[config.mk]
export PLATFORM = sky130hd
export DESIGN_NAME = spi_sample_capture
export DESIGN_NICKNAME = d
export VERILOG_FILES = /design/src/rtl/cap_pkg.sv /design/src/rtl/drdy_edge.sv /design/src/rtl/spi_byte_engine.sv /design/src/rtl/capture_seq.sv /design/src/rtl/spi_sample_capture.sv
export SDC_FILE = /design/constraint.sdc
export NUM_CORES = 1
export LEC_CHECK = 0
export BUFFER_PORTS_ARGS = -buffer_cell sky130_fd_sc_hd__buf_2
export CAP_MARGIN = 0
export CORE_ASPECT_RATIO = 1.5
export CORE_MARGIN = 3
export CORE_UTILIZATION = 35
export CTS_BUF_LIST = sky130_fd_sc_hd__clkbuf_8
export CTS_CLUSTER_DIAMETER = 60
export DETAILED_ROUTE_END_ITERATION = 12
export PLACE_DENSITY = 0.57
export SLEW_MARGIN = 20
export SYNTH_ARGS = -nofsm -noshare
export SYNTH_HDL_FRONTEND = slang
export SYNTH_SLANG_ARGS = --single-unit
[constraint.sdc]
create_clock -name clk -period 3.5 [get_ports clk]
set_clock_uncertainty 0.15 [all_clocks]
set_input_delay 0.175 -clock clk [delete_from_list [all_inputs] [get_ports clk]]
set_output_delay 0.175 -clock clk [all_outputs]
set_load 0.1 [all_outputs]
[src/rtl/cap_pkg.sv]
package cap_pkg;
    localparam int SAMPLE_W   = 24;
    localparam int BYTE_W     = 8;
    localparam int BYTES_PER  = SAMPLE_W / BYTE_W;

    typedef enum logic {
        ST_IDLE = 1'b0,
        ST_RUN  = 1'b1
    } cap_state_e;
endpackage

[src/rtl/drdy_edge.sv]
module drdy_edge #(
    parameter int STAGES = 2
) (
    input  logic clk,
    input  logic rst_n,
    input  logic async_i,
    output logic rise_o
);
    typedef struct packed {
        logic [STAGES-1:0] sync;
        logic              prev;
        logic              rise;
    } edge_s;

    edge_s st_d, st_q;

    always_comb begin
        st_d      = st_q;
        st_d.sync = {st_q.sync[STAGES-2:0], async_i};
        st_d.prev = st_q.sync[STAGES-1];
        st_d.rise = st_q.sync[STAGES-1] & ~st_q.prev;
    end

    always_ff @(posedge clk or negedge rst_n) begin
        if (!rst_n) st_q <= '0;
        else        st_q <= st_d;
    end

    assign rise_o = st_q.rise;

    AST_EDGE_SINGLE: assert property (@(posedge clk) disable iff (!rst_n)
        st_q.rise |=> !st_q.rise);
endmodule

[src/rtl/spi_byte_engine.sv]
module spi_byte_engine #(
    parameter int CLK_DIV = 2
) (
    input  logic       clk,
    input  logic       rst_n,
    input  logic       hold_wr_i,
    input  logic [7:0] hold_data_i,
    output logic       taken_o,
    output logic       rx_valid_o,
    output logic [7:0] rx_byte_o,
    output logic       sclk_o,
    output logic       mosi_o,
    input  logic       miso_i
);
    localparam int DIV_W = (CLK_DIV > 1) ? $clog2(CLK_DIV) : 1;
    localparam logic [DIV_W-1:0] DIV_LAST = DIV_W'(CLK_DIV - 1);

    typedef struct packed {
        logic             hold_full;
        logic [7:0]       hold;
        logic [7:0]       shift;
        logic [7:0]       rx_sh;
        logic [2:0]       bit_cnt;
        logic [DIV_W-1:0] div_cnt;
        logic             sclk;
        logic             active;
        logic             taken;
        logic             rx_valid;
        logic [7:0]       rx_byte;
    } eng_s;

    eng_s st_d, st_q;

    always_comb begin
        st_d          = st_q;
        st_d.taken    = 1'b0;
        st_d.rx_valid = 1'b0;
        if (!st_q.active) begin
            if (st_q.hold_full) begin
                st_d.shift     = st_q.hold;
                st_d.hold_full = 1'b0;
                st_d.active    = 1'b1;
                st_d.bit_cnt   = '0;
                st_d.div_cnt   = '0;
                st_d.taken     = 1'b1;
            end
        end else if (st_q.div_cnt == DIV_LAST) begin
            st_d.div_cnt = '0;
            st_d.sclk    = ~st_q.sclk;
            if (!st_q.sclk) begin
                st_d.rx_sh = {st_q.rx_sh[6:0], miso_i};
            end else begin
                st_d.shift   = {st_q.shift[6:0], 1'b0};
                st_d.bit_cnt = st_q.bit_cnt + 3'd1;
                if (st_q.bit_cnt == 3'd7) begin
                    st_d.active   = 1'b0;
                    st_d.rx_valid = 1'b1;
                    st_d.rx_byte  = st_q.rx_sh;
                end
            end
        end else begin
            st_d.div_cnt = st_q.div_cnt + DIV_W'(1);
        end
        if (hold_wr_i) begin
            st_d.hold      = hold_data_i;
            st_d.hold_full = 1'b1;
        end
    end

    always_ff @(posedge clk or negedge rst_n) begin
        if (!rst_n) st_q <= '0;
        else        st_q <= st_d;
    end

    assign taken_o    = st_q.taken;
    assign rx_valid_o = st_q.rx_valid;
    assign rx_byte_o  = st_q.rx_byte;
    assign sclk_o     = st_q.sclk;
    assign mosi_o     = st_q.active & st_q.shift[7];

    AST_HOLD_NO_CLOBBER: assert property (@(posedge clk) disable iff (!rst_n)
        hold_wr_i |-> !st_q.hold_full);
    AST_SCLK_IDLE_LOW: assert property (@(posedge clk) disable iff (!rst_n)
        !st_q.active |-> !st_q.sclk);
    AST_RX_PULSE: assert property (@(posedge clk) disable iff (!rst_n)
        st_q.rx_valid |=> !st_q.rx_valid);
endmodule

[src/rtl/capture_seq.sv]
module capture_seq
    import cap_pkg::*;
#(
    parameter int         DEPTH = 4,
    parameter logic [7:0] DUMMY = 8'h00,
    parameter int         AW    = ((DEPTH > 1) ? $clog2(DEPTH) : 1) + 1
) (
    input  logic                clk,
    input  logic                rst_n,
    input  logic                trig_i,
    input  logic                taken_i,
    input  logic                rx_valid_i,
    input  logic [7:0]          rx_byte_i,
    output logic                hold_wr_o,
    output logic [7:0]          hold_data_o,
    output logic                cs_n_o,
    output logic                wr_en_o,
    output logic [AW-1:0]       wr_addr_o,
    output logic [SAMPLE_W-1:0] wr_data_o,
    output logic                full_o,
    output logic                full_idx_o,
    output logic                bank_o,
    output logic                busy_o,
    output logic                overrun_o
);
    localparam int IDX_W = AW - 1;
    localparam logic [IDX_W-1:0] IDX_LAST = IDX_W'(DEPTH - 1);
    localparam logic [1:0] LAST_BYTE = 2'(BYTES_PER - 1);

    typedef struct packed {
        cap_state_e          state;
        logic                cs_n;
        logic                hold_wr;
        logic [1:0]          loaded;
        logic [1:0]          rx_cnt;
        logic [15:0]         word;
        logic [IDX_W-1:0]    idx;
        logic                bank;
        logic                wr_en;
        logic [AW-1:0]       wr_addr;
        logic [SAMPLE_W-1:0] wr_data;
        logic                full;
        logic                full_idx;
        logic                overrun;
    } seq_s;

    seq_s st_d, st_q;

    always_comb begin
        st_d         = st_q;
        st_d.hold_wr = 1'b0;
        st_d.wr_en   = 1'b0;
        st_d.full    = 1'b0;
        unique case (st_q.state)
            ST_IDLE: begin
                if (trig_i) begin
                    st_d.state   = ST_RUN;
                    st_d.cs_n    = 1'b0;
                    st_d.hold_wr = 1'b1;
                    st_d.loaded  = 2'd1;
                    st_d.rx_cnt  = '0;
                end
            end
            ST_RUN: begin
                if (trig_i) st_d.overrun = 1'b1;
                if (taken_i && st_q.loaded != 2'(BYTES_PER)) begin
                    st_d.hold_wr = 1'b1;
                    st_d.loaded  = st_q.loaded + 2'd1;
                end
                if (rx_valid_i) begin
                    st_d.word = {st_q.word[7:0], rx_byte_i};
                    if (st_q.rx_cnt == LAST_BYTE) begin
                        st_d.wr_en   = 1'b1;
                        st_d.wr_data = {st_q.word, rx_byte_i};
                        st_d.wr_addr = {st_q.bank, st_q.idx};
                        st_d.cs_n    = 1'b1;
                        st_d.state   = ST_IDLE;
                        if (st_q.idx == IDX_LAST) begin
                            st_d.idx      = '0;
                            st_d.bank     = ~st_q.bank;
                            st_d.full     = 1'b1;
                            st_d.full_idx = st_q.bank;
                        end else begin
                            st_d.idx = st_q.idx + IDX_W'(1);
                        end
                    end else begin
                        st_d.rx_cnt = st_q.rx_cnt + 2'd1;
                    end
                end
            end
            default: st_d.state = ST_IDLE;
        endcase
    end

    always_ff @(posedge clk or negedge rst_n) begin
        if (!rst_n) begin
            st_q      <= '0;
            st_q.cs_n <= 1'b1;
        end else begin
            st_q <= st_d;
        end
    end

    assign hold_wr_o   = st_q.hold_wr;
    assign hold_data_o = DUMMY;
    assign cs_n_o      = st_q.cs_n;
    assign wr_en_o     = st_q.wr_en;
    assign wr_addr_o   = st_q.wr_addr;
    assign wr_data_o   = st_q.wr_data;
    assign full_o      = st_q.full;
    assign full_idx_o  = st_q.full_idx;
    assign bank_o      = st_q.bank;
    assign busy_o      = (st_q.state == ST_RUN);
    assign overrun_o   = st_q.overrun;

    AST_FULL_WITH_WRITE: assert property (@(posedge clk) disable iff (!rst_n)
        st_q.full |-> st_q.wr_en);
    AST_FULL_SINGLE: assert property (@(posedge clk) disable iff (!rst_n)
        st_q.full |=> !st_q.full);
    AST_BANK_SWAPPED: assert property (@(posedge clk) disable iff (!rst_n)
        st_q.full |-> (st_q.bank != st_q.full_idx));
    AST_OVR_STICKY: assert property (@(posedge clk) disable iff (!rst_n)
        st_q.overrun |=> st_q.overrun);
    AST_CS_RELEASE: assert property (@(posedge clk) disable iff (!rst_n)
        st_q.wr_en |-> st_q.cs_n);
    AST_CS_LOW_RUN: assert property (@(posedge clk) disable iff (!rst_n)
        (st_q.state == ST_RUN) |-> !st_q.cs_n);
    AST_ONE_WRITE: assert property (@(posedge clk) disable iff (!rst_n)
        st_q.wr_en |=> !st_q.wr_en);
endmodule

[src/rtl/spi_sample_capture.sv]
module spi_sample_capture
    import cap_pkg::*;
#(
    parameter int         DEPTH       = 4,
    parameter int         CLK_DIV     = 2,
    parameter int         SYNC_STAGES = 2,
    parameter logic [7:0] DUMMY       = 8'h00,
    parameter int         AW          = ((DEPTH > 1) ? $clog2(DEPTH) : 1) + 1
) (
    input  logic                clk,
    input  logic                rst_n,
    input  logic                drdy_i,
    output logic                spi_sclk_o,
    output logic                spi_mosi_o,
    input  logic                spi_miso_i,
    output logic                spi_cs_n_o,
    output logic                buf_wr_en_o,
    output logic [AW-1:0]       buf_wr_addr_o,
    output logic [SAMPLE_W-1:0] buf_wr_data_o,
    output logic                buf_full_o,
    output logic                buf_full_idx_o,
    output logic                wr_bank_o,
    output logic                busy_o,
    output logic                overrun_o
);
    logic       trig;
    logic       hold_wr;
    logic [7:0] hold_data;
    logic       taken;
    logic       rx_valid;
    logic [7:0] rx_byte;

    drdy_edge #(.STAGES(SYNC_STAGES)) i_edge (
        .clk     (clk),
        .rst_n   (rst_n),
        .async_i (drdy_i),
        .rise_o  (trig)
    );

    spi_byte_engine #(.CLK_DIV(CLK_DIV)) i_engine (
        .clk         (clk),
        .rst_n       (rst_n),
        .hold_wr_i   (hold_wr),
        .hold_data_i (hold_data),
        .taken_o     (taken),
        .rx_valid_o  (rx_valid),
        .rx_byte_o   (rx_byte),
        .sclk_o      (spi_sclk_o),
        .mosi_o      (spi_mosi_o),
        .miso_i      (spi_miso_i)
    );

    capture_seq #(.DEPTH(DEPTH), .DUMMY(DUMMY), .AW(AW)) i_seq (
        .clk         (clk),
        .rst_n       (rst_n),
        .trig_i      (trig),
        .taken_i     (taken),
        .rx_valid_i  (rx_valid),
        .rx_byte_i   (rx_byte),
        .hold_wr_o   (hold_wr),
        .hold_data_o (hold_data),
        .cs_n_o      (spi_cs_n_o),
        .wr_en_o     (buf_wr_en_o),
        .wr_addr_o   (buf_wr_addr_o),
        .wr_data_o   (buf_wr_data_o),
        .full_o      (buf_full_o),
        .full_idx_o  (buf_full_idx_o),
        .bank_o      (wr_bank_o),
        .busy_o      (busy_o),
        .overrun_o   (overrun_o)
    );

    AST_NO_SCLK_WHEN_DESELECTED: assert property (@(posedge clk) disable iff (!rst_n)
        spi_cs_n_o |-> !spi_sclk_o);
endmodule

==> run_results.csv <==
group,metric,value,unit
detailed_routing,dr.pass1.iters,2,
detailed_routing,viasPerCell,4.76,
global_routing,grt_antenna_before_repair,0,
synth,synth_area,0.00396,sq mm
global_routing,first_global_vias,2320,
cells_and_area,fillCellCount,1083,
sta,hold_violations,0,
synth,synth_fp_nets,294,
detailed_routing,met3_length,174,microns
sta,max_freq,463,MHz
cts,clk_pin_slew,0.09,ns
synth,synth_cells,285,
sta,relSlewSlack,0.514,
die,die_h,136,microns
cells_and_area,antenna_cells,0,
global_routing,grt_max_degree,80,
setup_path,cp.required,3.17,ns
placed_design,pre_cts_slack,1.59,ns
synth,synth-seq-area-share,0.588,
pwr,total_power,2.50,mW
pwr,p_switching,0.742,mW
cts,cts_root_buffer,"clkbuf_8",
run,max_cap_violations,0,
cts,clkSinkCount,93,
global_routing,grt_pass1_wl,10900,microns
die,rows,46,
sta,worst_slack,1.34,ns
sta,rsz0062_at_grt,"false",
cells_and_area,drive_above_1_share,0.443,
sta,setup_violations,0,
detailed_routing,drtIter0Drc,68,
sta,setup_tns,0,ns
cells_and_area,syn2layout_area_growth,8.57,%
detailed_routing,drtAntennaViolNets,0,
synth,async_reset_ff_frac,1.00,
cells_and_area,final_cell_area,0.00430,sq mm
setup_path,slowest_stage,"dfrtp_1",
die,core-area,0.0108,sq mm
detailed_routing,drc,0,
cts,cts_buffers,9,
detailed_routing,wl_per_cell,13.6,microns
setup_path,setup.worst_path.start_class,"register",
status,outcome,"completed",
synth,synth-seq-cells,93,
detailed_routing,highest_layer,"met4",
die,dieWidth,92.8,microns
placed_design,globalplace.congestion,0.701,
setup_path,timing.critical_path.fanout_max,22,
pwr,p_clk_frac,0.285,
cts,cts_setup_buffers,0,
sta,tightestPinTransition,0.728,ns
cts,cts_resized,0,
global_routing,track_usage,0.109,
pwr,p_int,1.76,mW
placed_design,dp_hpwl,4040,microns
sta,period_minus_slack,2.16,ns
detailed_routing,routed_wl,6100,microns
synth,synth-main-ff-cell,"dfrtp_1",
cts,cts_tree,"done",
pwr,p_leak,2.17,nW
global_routing,gr-total-overflow,0,
pwr,comb_power_share,0.160,
pwr,p_sw_frac,0.297,
die,die_area,0.0126,sq mm
cells_and_area,final_nets,309,
placed_design,portBuffers,39,
setup_path,path_class,"register to output port",
synth,postSynthAreaPerCell,13.9,sq um
worst_hold_path,hp-class,"register to register",
detailed_routing,dr_wl_met2,3120,microns
cts,clk_path_buf_depth,2,
pwr,pwr-share-seq,0.555,
die,initial_core_util,0.366,
cells_and_area,layout_common_cells,"dfrtp_1 (92), mux2_2 (63), buf_2 (38)",
setup_path,cpPeakStageDelay,0.59,ns
setup_path,arrival,1.83,ns
cts,hold_buffers,3,
pwr,worst_ir_drop_vdd,0.000208,V
sta,holdWs,0.203,ns
synth,synth.distinct_cells,41,
setup_path,path_cells,"buf_4 > nand2_1 > inv_1 > buf_2",
detailed_routing,wl_met1,2620,microns
placed_design,placed_area,0.00406,sq mm
cts,htreeDepth,3,
die,io_pins,40,
sta,drv_slew,0,
synth,yosys_warnings,0,
cts,clock_latency,0.35,ns
synth,synth_edf_count,0,
sta,period_share,0.617,
detailed_routing,via_count,2135,
cells_and_area,final_common_cell,"dfrtp_1",
pwr,pwr_density_cell,582,mW/mm^2
setup_path,crit_path_end_kind,"output port",
==> state kept, by name, summed over array words and instances (netlist names) <==
name                 cells
i_seq.wr_data_o         24
i_seq.wr_en_o            1
i_seq.cs_n_o             1
i_engine.sclk_o          1
i_edge.rise_o            1
i_engine.rx_byte_o       8
i_engine.rx_valid_o      1
i_seq.bank_o             1
i_engine.st_q           21
i_seq.wr_addr_o          3
i_seq.overrun_o          1
i_engine.taken_o         1
i_seq.full_idx_o         1
i_seq.st_q              22
i_seq.full_o             1
i_seq.hold_wr_o          1
i_seq.busy_o             1
i_edge.st_d              2
i_edge.st_q              1
==> cells by family (layout without fill, tap and decap cells) <==
group,count (synthesis),after routing,share of synthesized area
DFF,93,93,0.588
muxes,64,64,0.182
and+or+nand+nor,53,53,0.0904
buffers and inverters,49,69,0.0828
AOI/OAI and AO/OA,19,19,0.0367
adders and majority gates,5,5,0.0158
xor gates and xnor gates,2,2,0.00443
==> critical path: cells and delay by family (launching register included) <==
kind | cells | cell delay (ns)
and+or+nand+nor | 1 | 0.10
buffers and inverters | 3 | 0.77
DFF | 1 | 0.59
==> synthesized netlist by cell type, types with 2 or more instances <==
master,count,area share
a21o_1,2,0.0038
and2_1,3,0.0047
buf_2,5,0.0063
buf_4,27,0.051
buf_6,3,0.0085
clkbuf_1,3,0.0028
dfrtp_1,92,0.58
ha_1,5,0.016
inv_1,7,0.0066
mux2_2,63,0.18
nand2_1,11,0.010
nand2b_1,2,0.0032
nand4_1,9,0.014
nand4b_1,3,0.0066
nor2_1,3,0.0028
nor2b_1,3,0.0047
nor4bb_1,2,0.0051
o211ai_1,10,0.019
or3b_2,9,0.020
xnor2_1,2,0.0044
==> layer usage <==
| layer | vias to the layer above | GRT usage |
|---|---|---|
| met5 | - | 0 |
| met4 | 0 | 0.0709 |
| met3 | 11 | 0.0161 |
| met2 | 29 | 0.188 |
| met1 | 1097 | 0.126 |
| li1 | 998 | - |
==> final timing paths <==
| kind | end | slack (ns) | cells after the start | from |
|---|---|---|---|---|
| max in group asynchronous | i_seq.wr_data_o[8] | 2.31 | 3 | rst_n |
| min | i_edge.st_d[1] | 0.20 | 0 | i_edge.st_d[3] |
| min reg2reg | i_edge.st_d[1] | 0.20 | 0 | i_edge.st_d[3] |
| min in group asynchronous | i_edge.st_d[3] | 0.25 | 2 | rst_n |
| max reg2reg | i_seq.wr_data_o[5] | 1.60 | 5 | i_seq.st_q[50] |
| max | spi_mosi_o | 1.34 | 4 | i_engine.st_q[10] |
==> power groups by stage <==
stage               clock (mW)  combinational [mW]  sequential [mW]
floorplan                    0               0.349             1.36
global placement             0               0.394             1.41
detailed placement           0               0.407             1.41
CTS                      0.738               0.412             1.39
global route             0.786               0.452             1.42
finish                   0.713               0.401             1.39
==> area by class of cell <==
type                       instances  area [sq um]  area share
tap                              144           180      0.0419
timing repair buffer              45           254      0.0591
inverter                           8          32.5     0.00757
multi-input combinational        143          1300       0.303
sequential                        93          2330       0.542
clock buffer                       9           124      0.0288
clock inverter                     7          76.3      0.0178
==> metrics by stage <==
| stage | cells | utilization |
|---|---|---|
| finish | 449 | 0.397 |
| global route | 449 | 0.397 |
| floorplan | 285 | - |
| CTS | 449 | 0.397 |
| global placement | 430 | 0.376 |
| detailed placement | 430 | 0.376 |
(Power assumes the default switching activity.)
